### src/rtl/cart_sel_pkg.sv
package cart_sel_pkg;

    // Bundled decoder inputs; field order is the bench's bit order.
    typedef struct packed {
        logic reset_n;
        logic cart_n;
        logic mode;
        logic lane_z;
        logic lane_y;
        logic lane_x;
        logic lane_w;
    } csd_in_t;

    // Active-low enables; field order is the bench's bit order.
    typedef struct packed {
        logic rom_oe_n;
        logic sram_cs_n;
        logic aux_cs_n;
        logic rom_hi_n;
        logic rom_lo_n;
    } csd_out_t;

    typedef enum logic {
        WIRING_32K = 1'b0,
        WIRING_64K = 1'b1
    } wiring_e;

    localparam int unsigned CSD_IN_W  = $bits(csd_in_t);
    localparam int unsigned CSD_OUT_W = $bits(csd_out_t);
    localparam csd_out_t    CSD_IDLE  = '1;

    // ROM access, with bank bit 5 choosing which of the two ROM chips.
    function automatic csd_out_t rom_access(input logic upper);
        csd_out_t r;
        r          = CSD_IDLE;
        r.rom_oe_n = 1'b0;
        r.rom_hi_n = ~upper;
        r.rom_lo_n = upper;
        return r;
    endfunction

endpackage

### src/rtl/csd_bank32_dec.sv
module csd_bank32_dec
    import cart_sel_pkg::*;
(
    input  csd_in_t  in_i,
    output csd_out_t out_o
);
    always_comb begin
        out_o = CSD_IDLE;
        if (!in_i.cart_n) begin
            if (in_i.lane_w) begin
                out_o = rom_access(in_i.lane_y);
            end else if (in_i.lane_y && in_i.lane_z) begin
                if (in_i.lane_x) out_o.sram_cs_n = 1'b0;
                else             out_o.aux_cs_n  = 1'b0;
            end
        end
    end
endmodule

### src/rtl/csd_bank64_dec.sv
module csd_bank64_dec
    import cart_sel_pkg::*;
(
    input  csd_in_t  in_i,
    output csd_out_t out_o
);
    logic sram_window;

    // Strobe high: the console leaves this window free for the cartridge.
    assign sram_window = in_i.cart_n && !in_i.lane_z
                       && in_i.lane_y && in_i.lane_x && in_i.lane_w;

    always_comb begin
        out_o = CSD_IDLE;
        if (!in_i.cart_n)     out_o = rom_access(in_i.lane_y);
        else if (sram_window) out_o.sram_cs_n = 1'b0;
    end
endmodule

### src/rtl/csd_out_stage.sv
module csd_out_stage
    import cart_sel_pkg::*;
#(
    parameter bit REG_OUT = 1'b1
) (
    input  logic     clk,
    input  logic     rst,
    input  csd_out_t d_i,
    output csd_out_t q_o
);
    generate
        if (REG_OUT) begin : g_reg
            csd_out_t q_r;
            always_ff @(posedge clk) begin
                if (rst) q_r <= CSD_IDLE;
                else     q_r <= d_i;
            end
            assign q_o = q_r;
        end else begin : g_comb
            logic unused_clk;
            assign unused_clk = clk;
            assign q_o = rst ? CSD_IDLE : d_i;
        end
    endgenerate
endmodule

### src/rtl/cart_chip_select.sv
module cart_chip_select
    import cart_sel_pkg::*;
#(
    parameter bit REG_OUT = 1'b1
) (
    input  logic clk,
    input  logic rst,
    input  logic reset_n,
    input  logic cart_n,
    input  logic mode,
    input  logic lane_w,
    input  logic lane_x,
    input  logic lane_y,
    input  logic lane_z,
    output logic rom_oe_n,
    output logic sram_cs_n,
    output logic aux_cs_n,
    output logic rom_hi_n,
    output logic rom_lo_n
);
    csd_in_t  pins;
    csd_out_t dec32, dec64, picked, staged;

    assign pins = '{reset_n: reset_n, cart_n: cart_n, mode: mode,
                    lane_z: lane_z, lane_y: lane_y, lane_x: lane_x, lane_w: lane_w};

    csd_bank32_dec u_dec32 (.in_i(pins), .out_o(dec32));
    csd_bank64_dec u_dec64 (.in_i(pins), .out_o(dec64));

    always_comb begin
        if (!pins.reset_n)                     picked = CSD_IDLE;
        else if (wiring_e'(pins.mode) == WIRING_64K) picked = dec64;
        else                                   picked = dec32;
    end

    csd_out_stage #(.REG_OUT(REG_OUT)) u_stage (
        .clk (clk),
        .rst (rst),
        .d_i (picked),
        .q_o (staged)
    );

    assign rom_oe_n  = staged.rom_oe_n;
    assign sram_cs_n = staged.sram_cs_n;
    assign aux_cs_n  = staged.aux_cs_n;
    assign rom_hi_n  = staged.rom_hi_n;
    assign rom_lo_n  = staged.rom_lo_n;
endmodule

### config.mk
export PLATFORM = sky130hd
export DESIGN_NAME = cart_chip_select
export DESIGN_NICKNAME = d
export VERILOG_FILES = /design/src/rtl/cart_sel_pkg.sv /design/src/rtl/csd_bank32_dec.sv /design/src/rtl/csd_bank64_dec.sv /design/src/rtl/csd_out_stage.sv /design/src/rtl/cart_chip_select.sv
export SDC_FILE = /design/constraint.sdc
export NUM_CORES = 1
export LEC_CHECK = 0
export CAP_MARGIN = 20
export CORE_AREA = 2 2 39 41
export CTS_BUF_LIST = sky130_fd_sc_hd__clkbuf_4 sky130_fd_sc_hd__clkbuf_8 sky130_fd_sc_hd__clkbuf_16
export CTS_CLUSTER_DIAMETER = 30
export DETAILED_ROUTE_END_ITERATION = 16
export DIE_AREA = 0 0 41 43
export PLACE_DENSITY = 0.52
export RECOVER_POWER = 25
export SKIP_LAST_GASP = 1
export SLEW_MARGIN = 5
export SYNTH_ARGS = -nofsm -noshare
export SYNTH_HDL_FRONTEND = slang
export SYNTH_HIERARCHICAL = 1
export SYNTH_SLANG_ARGS = --single-unit
### constraint.sdc
create_clock -name clk -period 1.7 [get_ports clk]
set_input_delay 0.255 -clock clk [delete_from_list [all_inputs] [get_ports clk]]
set_output_delay 0.255 -clock clk [all_outputs]
set_load 0.02 [all_outputs]
-- Word-level counts from Yosys, hierarchy flattened
Index checks and enable logic that the tools add are counted.
- input port bits: 9
- flip-flop bits (word level): 5
- muxes and demuxes: 12
- reduce and logical (&&, ||, !) cells: 7
- bitwise logic cells: 2
- operator list (operator ; count):
    two-way mux 5 bit ; 2
    two-way mux 2 bit ; 4
    two-way mux 1 bit ; 6
    logical AND 1 bit ; 5
    inverter 1 bit ; 2
    OR reduction 2 bit ; 1
    logical NOT 1 bit ; 1

-- Depth between registers and ports, before layout
- depth after elaboration: 8
- depth in mapped cells: 5

-- Modules after synthesis
The synthesis kept the hierarchy.
- modules (own cells, without submodules) (module ; times used ; area each (µm²) ; cells each):
    csd_out_stage ; 1 ; 131.4 ; 10
    cart_chip_select ; 1 ; 80.1 ; 11
    csd_bank32_dec ; 1 ; 46.3 ; 6
    csd_bank64_dec ; 1 ; 45.0 ; 7

-- Least setup slack after synthesis
OpenSTA, ideal clock, no wires.
- path type: input port to flip-flop
- start: input cart_n
- end: register u_stage.g_reg.q_r (netlist bit u_stage/q_o[0])
- setup time: 0.120 ns
- buffers on the path: 0
- setup slack: 0.666 ns
- required time: 1.580 ns
- arrival time: 0.914 ns
- cell stages on the path: 5
- cell sequence: nand2b_4 -> or2_1 -> mux2i_1 -> nand2_1 -> or2_1
- RTL lines (what ; RTL line ; text):
    from (decl) ; cart_chip_select.sv:9 ; input logic cart_n,
    to (signal assigned) ; csd_out_stage.sv:16 ; else q_r <= d_i;
    to (decl) ; csd_out_stage.sv:13 ; csd_out_t q_r;

==> Flow_metrics.wiki <==
{| class="wikitable"
! Metric !! Value
|-
| Run status || completed
|-
| Final sum of negative setup slack || 0 ps
|-
| CTS Hold Bufs || 0
|-
| Number of maximum-capacitance violations || 0
|-
| Top Family by Delay on Critical Path || simple AND/OR/NAND/NOR gates
|-
| Unique masters post-synth || 14
|-
| Number of instances in the synthesized netlist || 34
|-
| Delay of the slowest critical-path stage || 620 ps
|-
| Capture point of the worst path || u_stage/q_o[0]$_SDFF_PP1_
|-
| Unrepaired setup endpoints after global routing || no
|-
| Maximum vdd drop || 0.1474 mV
|-
| Buffers plus inverters on the worst setup path || 1
|-
| Vias post-DR || 240
|-
| Ports placed on the boundary || 14
|-
| First-pass iteration count of the detailed router || 1
|-
| Library cell contributing the largest single delay on the critical path || dlygate4sd3_1
|-
| Biggest fanout along the worst timing path || 7
|-
| Leakage dissipation || 0.1780 nW
|-
| Stages on the worst setup path || 6
|-
| Wire length of the first global-routing pass || 683 um
|-
| Remaining DRCs || 0
|-
| Number of nets in the finished design || 58
|-
| Aggregate routed wire length || 482 um
|-
| Total power draw || 0.3265 mW
|-
| Die outline area || 1763 um^2
|-
| Max clock buf depth || 2
|-
| P per Cell Area || 715.0 nW/um^2
|-
| Antenna diode instance count || 0
|-
| Net switching share of the total power || 21.01%
|-
| Starting density of the core || 21.88%
|-
| Relative contribution of combinational cells to total power || 17.0%
|-
| Largest net degree at the start of global routing || 8
|-
| Core ar. || 1384 um^2
|-
| Via density per instance || 3.750
|-
| Clock tree from TritonCTS || yes
|-
| Most instantiated library cell after synthesis || or2_1
|-
| Hold WC Path Type || in2reg
|-
| Internal power component || 0.2579 mW
|-
| Final min period || 1488 ps
|-
| Number of buffers inserted by post-CTS setup repair || 0
|-
| Final estimated routing congestion in global placement || 0.5372
|-
| Clock input transition at the sequential cells of the worst setup and hold paths || 40 ps
|-
| Crit path setup slack, layout || 211.5 ps
|-
| Final period util || 87.56%
|-
| Post-synthesis instance area || 302.8 um^2
|-
| Cell taking the most area after synthesis || dfxtp_1
|-
| Number of global-route vias before repair || 186
|-
| Category of the worst setup path launch point || input pin
|-
| Share of flip-flops with an asynchronous set or reset after synthesis || 0%
|-
| Iteration-0 DRC count of the detailed router || 0
|-
| Synth Net Count || 43
|-
| Final Instance Count excl. Fillers || 64
|-
| Part of the power in the clock network || 45.8%
|-
| Portion of synthesized cell area occupied by the leading cell type || 33.06%
|-
| Final Hold Fails || 0
|-
| Antenna viol nets, final || 0
|-
| Remaining global-route overflow || 0
|-
| Root buffer cell || clkbuf_4
|-
| Top area cells in the synthesized netlist || dfxtp_1, mux2i_1, or2_1
|-
| Ordered list of cells on the worst path || dlygate4sd3_1, nand2b_4, or2_1, mux2i_1, nand2_1, or2_1
|-
| Number of buffers inserted during clock tree synthesis || 3
|-
| Most used standard cells in the synthesized netlist || or2_1, dfxtp_1, mux2i_1, nand2_1
|-
| Fraction of the yosys area taken by sequential cells || 33.06%
|-
| Critical path's most frequent cell || or2_1
|-
| H-tree levels || 1
|-
| Type of the worst setup path || in2reg
|-
| Critical path data required time || 1830 ps
|-
| Placed Cells incl. Taps || 60
|-
| Beginning of the critical path || cart_n
|-
| PostCTS Resize Cnt || 0
|-
| Number of antenna violations at the first check in global routing || 0
|-
| Critical Path Sink Type || flip-flop
|-
| Combined global-route utilization of all metal layers || 5.812%
|-
| Worst hold slack after final layout || 690.5 ps
|-
| Pre-CTS setup slack || 56.07 ps
|-
| Clock Sink Count || 5
|-
| Share of layout cells above drive strength 1 || 12.50%
|-
| Final-report setup violation count || 0
|-
| Chip Height || 43 um
|-
| Net switching power figure || 0.06862 mW
|-
| Crit path arrival time || 1610 ps
|-
| Average instance area after synthesis || 8.906 um^2
|-
| Row Count || 14
|-
| Yosys warns || 6
|-
| Number of enable-type register cells in the synthesized netlist || 0
|-
| Yosys reg bits || 5
|-
| Area Overhead vs Synth || 50.83%
|-
| Largest register FFs || 5
|-
| WL/cell || 7.531 um
|-
| Highest clock rate || 671.8 MHz
|-
| Die extent in x || 41 um
|-
| IO buf count || 13
|-
| Max Transition Viols Final || 0
|-
| Top flip-flop cell by instance count after synthesis || dfxtp_1
|-
| Sequential power share || 37.2%
|}
-- worst min path at each step --
stage | depth (start not counted) | slack (ps) | to | startpoint
CTS | 2 | 680 | u_stage/q_o[1]$_SDFF_PP1_ | rst
floorplan | 1 | 350 | u_stage/q_o[4]$_SDFF_PP1_ | rst
global route | 2 | 690 | u_stage/q_o[3]$_SDFF_PP1_ | rst
global placement | 2 | 930 | u_stage/q_o[4]$_SDFF_PP1_ | rst
finish | 2 | 690 | u_stage/q_o[4]$_SDFF_PP1_ | rst
detailed placement | 2 | 930 | u_stage/q_o[4]$_SDFF_PP1_ | rst
-- cells by family (layout without fill, tap and decap cells) --
logic type / after synthesis / after routing / share of synthesized area, %
and+or+nand+nor: 20 / 20 / 40.50
buffers and inverters: 3 / 17 / 8.676
muxes: 5 / 5 / 16.53
other: 1 / 1 / 1.238
DFF: 5 / 5 / 33.06
-- power by group through the flow --
stage	combinational (mW)	sequential, mW	clock, mW
2_1_floorplan	0.0251	0.127	0
3_3_place_gp	0.0570	0.123	0
3_5_place_dp	0.0570	0.123	0
4_1_cts	0.0573	0.121	0.158
5_1_grt	0.0606	0.121	0.167
6_report	0.0556	0.121	0.150
-- placed cells by master, fill, tap and decap left out --
master,instances
conb_1,1
nand4_1,2
dlygate4sd3_1,2
or2_2,1
nor2_1,1
or2b_1,1
clkbuf_4,4
nand4b_1,1
or2_1,7
mux2i_1,5
nand2_1,5
dfxtp_1,5
clkdlybuf4s50_1,11
nand2b_4,1
nand3b_1,1
-- through the flow --
step	area (um^2)	util [%]
global route	456.7	33.00
CTS	456.7	33.00
floorplan	302.8	-
detailed placement	426.7	30.83
finish	456.7	33.00
global placement	426.7	30.83
-- metal layers --
layer | vias to the layer above | share of wire, % | track usage (%)
met1 | 92 | 43 | 5.112
li1 | 136 | - | -
met5 | - | 0 | 0
met2 | 12 | 44 | 9.375
met4 | 0 | 0 | 6.000
met3 | 0 | 13 | 1.571
-- cell type report --
class / instances / area, um^2
multi-input cells: 26 / 176.4
flip-flops and latches: 5 / 100.1
repair buffers: 13 / 130.1
clock buffers: 4 / 30.03
fillers: 154 / 927.1
well taps: 16 / 20.02
No activity file was read; power rests on OpenSTA's default activity.
